[src/rtl/cwdp_pkg.sv]
package cwdp_pkg;
   localparam int SEL_W   = 3;
   localparam int NUM_REG = 2 ** SEL_W;
   localparam int FN_W    = 4;
   localparam int CW_W    = 3 * SEL_W + FN_W + 3;

   typedef struct packed {
      logic [SEL_W-1:0] dst;
      logic [SEL_W-1:0] asel;
      logic [SEL_W-1:0] bsel;
      logic             bconst;
      logic [FN_W-1:0]  fn;
      logic             wsrc_ext;
      logic             wen;
   } ctrl_t;
endpackage

[src/rtl/cwdp_regfile.sv]
module cwdp_regfile #(
   parameter int W     = 8,
   parameter int SEL_W = 3
) (
   input  logic             clk,
   input  logic             rst,
   input  logic             we,
   input  logic [SEL_W-1:0] waddr,
   input  logic [W-1:0]     wdata,
   input  logic [SEL_W-1:0] raddr_a,
   input  logic [SEL_W-1:0] raddr_b,
   output logic [W-1:0]     rdata_a,
   output logic [W-1:0]     rdata_b
);
   localparam int DEPTH = 2 ** SEL_W;

   logic [W-1:0] entry [DEPTH];

   for (genvar i = 0; i < DEPTH; i++) begin : g_entry
      always_ff @(posedge clk) begin
         if (rst)
            entry[i] <= '0;
         else if (we && (waddr == SEL_W'(i)))
            entry[i] <= wdata;
      end
   end

   assign rdata_a = entry[raddr_a];
   assign rdata_b = entry[raddr_b];
endmodule

[src/rtl/cwdp_arith.sv]
module cwdp_arith #(
   parameter int W = 8
) (
   input  logic [W-1:0] a,
   input  logic [W-1:0] b,
   input  logic [2:0]   sel,
   output logic [W-1:0] sum,
   output logic         cout,
   output logic         ovf
);
   logic [W-1:0] y;

   always_comb begin
      unique case (sel[2:1])
         2'b00:   y = '0;
         2'b01:   y = b;
         2'b10:   y = ~b;
         default: y = '1;
      endcase
   end

   assign {cout, sum} = {1'b0, a} + {1'b0, y} + {{W{1'b0}}, sel[0]};
   assign ovf = (a[W-1] == y[W-1]) && (sum[W-1] != a[W-1]);
endmodule

[src/rtl/cwdp_logic.sv]
module cwdp_logic #(
   parameter int W = 8
) (
   input  logic [W-1:0] a,
   input  logic [W-1:0] b,
   input  logic [2:0]   sel,
   output logic [W-1:0] res
);
   always_comb begin
      unique case (sel)
         3'b000:  res = a & b;
         3'b001:  res = a | b;
         3'b010:  res = a ^ b;
         3'b011:  res = ~a;
         3'b101:  res = {1'b0, b[W-1:1]};
         3'b110:  res = {b[W-2:0], 1'b0};
         default: res = b;
      endcase
   end
endmodule

[src/rtl/cw_datapath.sv]
module cw_datapath
   import cwdp_pkg::*;
#(
   parameter int W = 8
) (
   input  logic            clk,
   input  logic            rst,
   input  logic [CW_W-1:0] ctrl_word,
   input  logic [W-1:0]    const_in,
   input  logic [W-1:0]    ext_in,
   output logic [W-1:0]    addr_out,
   output logic [W-1:0]    data_out,
   output logic            flag_v,
   output logic            flag_c,
   output logic            flag_n,
   output logic            flag_z
);
   if (W < 2) begin : g_bad_width
      $error("cw_datapath: W must be at least 2");
   end
   if (CW_W != 16) begin : g_bad_word
      $error("cw_datapath: control word must be 16 bits");
   end

   ctrl_t        cw;
   logic [W-1:0] rd_a, rd_b, bus_b;
   logic [W-1:0] arith_res, logic_res, fu_res, wb_data;
   logic         arith_c, arith_v;

   assign cw = ctrl_t'(ctrl_word);

   cwdp_regfile #(.W(W), .SEL_W(SEL_W)) u_rf (
      .clk     (clk),
      .rst     (rst),
      .we      (cw.wen),
      .waddr   (cw.dst),
      .wdata   (wb_data),
      .raddr_a (cw.asel),
      .raddr_b (cw.bsel),
      .rdata_a (rd_a),
      .rdata_b (rd_b)
   );

   assign bus_b = cw.bconst ? const_in : rd_b;

   cwdp_arith #(.W(W)) u_arith (
      .a    (rd_a),
      .b    (bus_b),
      .sel  (cw.fn[2:0]),
      .sum  (arith_res),
      .cout (arith_c),
      .ovf  (arith_v)
   );

   cwdp_logic #(.W(W)) u_logic (
      .a   (rd_a),
      .b   (bus_b),
      .sel (cw.fn[2:0]),
      .res (logic_res)
   );

   assign fu_res  = cw.fn[FN_W-1] ? logic_res : arith_res;
   assign wb_data = cw.wsrc_ext ? ext_in : fu_res;

   assign addr_out = rd_a;
   assign data_out = bus_b;
   assign flag_c   = cw.fn[FN_W-1] ? 1'b0 : arith_c;
   assign flag_v   = cw.fn[FN_W-1] ? 1'b0 : arith_v;
   assign flag_n   = fu_res[W-1];
   assign flag_z   = (fu_res == '0);
endmodule

[config.mk]
export PLATFORM = sky130hd
export DESIGN_NAME = cw_datapath
export DESIGN_NICKNAME = d
export VERILOG_FILES = /design/src/rtl/cwdp_pkg.sv /design/src/rtl/cwdp_regfile.sv /design/src/rtl/cwdp_arith.sv /design/src/rtl/cwdp_logic.sv /design/src/rtl/cw_datapath.sv
export SDC_FILE = /design/constraint.sdc
export NUM_CORES = 1
export LEC_CHECK = 0
export CORE_UTILIZATION = 36
export DETAILED_ROUTE_END_ITERATION = 12
export PLACE_DENSITY = 0.54
export SLEW_MARGIN = 20
export SYNTH_ARGS = -nofsm -noshare
export SYNTH_HDL_FRONTEND = slang
export SYNTH_SLANG_ARGS = --single-unit
export TNS_END_PERCENT = 1
[constraint.sdc]
create_clock -name clk -period 6.3 [get_ports clk]
set_clock_uncertainty 0.1 [all_clocks]
set_input_delay 1.26 -clock clk [delete_from_list [all_inputs] [get_ports clk]]
set_output_delay 1.26 -clock clk [all_outputs]
set_load 0.02 [all_outputs]
==> results.md <==
* Crit path largest cell delay at 500 ps
* Clk_lat worst skew at 320 ps
* P_int at 1.01 mW
* Die H at 120 µm
* Mean Syn Cell Area at 10.4 µm²
* Final WL at 16.0 mm
* Syn nets at 540
* Pin count of the biggest net entering global routing at 24
* First-pass GRT wire length at 24.5 mm
* RSZ-0062 raised after global routing: no
* Worst Path Max Fanout at 11
* Clock root buffer: clkbuf_16
* Util after Layout at 0.507
* Area grow syn2layout at 35.8%
* #FFs+latches synth at 64
* Critical path's slowest cell: mux4_2
* Gr ovfl total at 0
* Crit Path Category: in2out
* Biggest registers after layout: u_rf.entry (64)
* Asr flop ratio synth at 0
* Fin crit share at 0.976
* Top cell type's share of synthesized area at 0.384
* # diodes at 0
* Synth unique cells at 74
* Critical Path End Type: output port
* Worst-path cell chain: dlygate4sd2_1, buf_6, mux4_2, mux2i_1, inv_1, ha_1, a21o_1, and4_1, or4_4, o21ai_2, mux2i_2, nor3_2, buf_4, dlygate4sd2_1
* Final-report setup violation count at 0
* Cell taking the most area after synthesis: edfxtp_1
* Routability cong. at 0.937
* CP dominant cell by count: dlygate4sd2_1
* Final hold slack at 1510 ps
* Placed cell area at 0.00631 mm²
* Setup ws final at 153 ps
* Worst hold-check path type: reg2reg
* Clock-pin slew on the worst setup and hold paths at 50 ps
* Lkg Pwr at 2.84 nW
* Post-synth top flop: edfxtp_1
* Vias per inst at 5.47
* Die width at 120 µm
* CP top delay family: buffers and inverters
* Synth top area cells: edfxtp_1, mux4_2, nor2_1
* Mapped Cells at 481
* Slew Viols, Final at 0
* Wirelength per Cell at 20.1 µm
* Post-DP HPWL at 12.8 mm
* Total CTS buffers at 9
* Drt initial violations at 413
* Sink Count at 64
* Share of layout cells above drive strength 1 at 0.291
* Sw frac at 0.303
* Sequential share of the synthesized area at 0.384
* Total core area at 0.0134 mm²
* Cell Count, Final, Fillers Out at 797
* Starting Density at 0.373
* # IOs at 54
* Hold Fails Final Rpt at 0
* Largest reg by FF count: u_rf.entry
* Part of the power in registers at 0.348
* Detail Route Antenna Nets at 0
* Part of the power in the clock network at 0.288
* Crit path DAT at 4790 ps
* Slew @ Worst Pin at 789 ps
* Design area at 0.00679 mm²
* Clk buf depth at 2
* Vias after detailed routing at 4363
* H-tree levels at 3
* Worst setup SP type: primary input
* Post-synth EDFFs at 64
* Die Area at 0.0144 mm²
* Port Buffers at 53
* Min cycle time layout at 6150 ps
* Pwr per Cell Area at 214 mW/mm²
* Switch Pwr at 0.440 mW
* Initial antenna violation count at 0
* Worst Path Buf+Inv at 5
* DP Cell Count at 775
* Vias in the first global route at 4336
* Max FFs per register at 64
* TritonCTS clock tree: yes
* Max Cap Viol at 0
* Comb pwr share at 0.364
* Netlist Area Pre-Place at 0.00500 mm²
* # rows at 42
* Fmax at 0.163 GHz
* Slew HR at 0.459
* DRT Pass-1 Iters at 5
* Crit path required time at 4940 ps
* Syn. warnings at 0
* DRC viols at 0
* Hold buffer count at CTS at 0
* Placement Setup Slack at -667 ps
* Max VDD drop at 145 µV
* Fin nets at 675
* GR Util All Layers at 0.230
* Status: completed
## metal layers
| layer | vias to the layer above | part of all wire | GRT usage |
|---|---|---|---|
| met2 | 167 | 0.48 | 0.394 |
| met4 | 0 | 0.037 | 0.114 |
| met3 | 33 | 0.045 | 0.0328 |
| met1 | 2091 | 0.43 | 0.282 |
| met5 | - | 0 | 0 |
| li1 | 2072 | - | - |
## tightest hold or removal path: cells and delay by family (launching register included)
family,cells,cell delay (ps)
mux,3,620
flops,1,350
fa+ha+maj,1,210
compound gates,1,180
simple gates,1,130
## Yosys cell counts (4+ instances only)
cell,number
ha_1,23
a211oi_1,4
nor2b_1,11
buf_2,8
nand4_1,4
edfxtp_1,64
inv_1,19
clkbuf_1,12
mux2i_1,25
mux2_2,9
o21ai_0,9
nand2b_1,8
mux4_2,18
nand2_1,37
a21o_1,11
a21oi_1,12
a31o_2,4
nor2_1,91
mux2_1,5
nand3_1,12
o22ai_1,9
xnor2_1,4
## timing repair
action,4_1_cts,5_1_grt
endpoints found under the setup margin,4,4
pin swaps,1,12
cloned,0,1
gates resized for setup,19,23
setup buffers,0,5
## per-stage QoR
stage	total power, mW	TNS, ps
after CTS	1.43	-121
after detailed placement	1.01	-1630
final	1.45	0
after global routing	1.51	0
after global placement	1.00	-1630
after floorplan	0.773	0
## logic make-up (layout without fill, tap and decap cells)
| family | after synthesis | after routing | synth area share |
|---|---|---|---|
| DFF | 64 | 64 | 0.384 |
| buffers and inverters | 49 | 189 | 0.0450 |
| AOI/OAI and AO/OA | 94 | 94 | 0.151 |
| xor gates and xnor gates | 6 | 6 | 0.0105 |
| adders and majority gates | 25 | 25 | 0.0656 |
| muxes | 63 | 63 | 0.181 |
| and+or+nand+nor | 180 | 180 | 0.162 |
## placed cells by master (no fill, tap or decap), types with 12 or more instances in the layout
master / instances
edfxtp_1: 64
inv_1: 19
nor2_1: 91
nand2_1: 37
ha_1: 21
mux4_2: 18
mux2i_1: 23
buf_4: 90
clkdlybuf4s50_1: 46
nand3_1: 12
## worst paths after layout
| check | start | to | slack (ps) | depth (start not counted) |
|---|---|---|---|---|
| setup / recovery | ctrl_word[10] | flag_n | 150 | 14 |
| setup reg to reg | u_rf.entry[6][0] | u_rf.entry[2][4] | 2200 | 16 |
| hold / removal | u_rf.entry[0][0] | u_rf.entry[1][0] | 1510 | 6 |
| hold reg to reg | u_rf.entry[0][0] | u_rf.entry[1][0] | 1510 | 6 |
## power groups by stage
stage               clock network (mW)  logic, mW  registers (mW)
finish                           0.419      0.528           0.505
global route                     0.439      0.568           0.506
CTS                              0.422      0.506           0.504
detailed placement                   0      0.494           0.512
global placement                     0      0.491           0.511
floorplan                            0      0.268           0.504
## cell type report
| type | instances | area, µm² |
|---|---|---|
| Sequential cell | 64 | 1920 |
| Multi-Input combinational cell | 368 | 3000 |
| Tap cell | 176 | 220 |
| Fill cell | 1229 | 6610 |
| Inverter | 25 | 97.6 |
| Timing Repair Buffer | 148 | 1300 |
| Clock buffer | 10 | 229 |
| Clock inverter | 6 | 26.3 |
No activity file was read; power rests on OpenSTA's default activity.
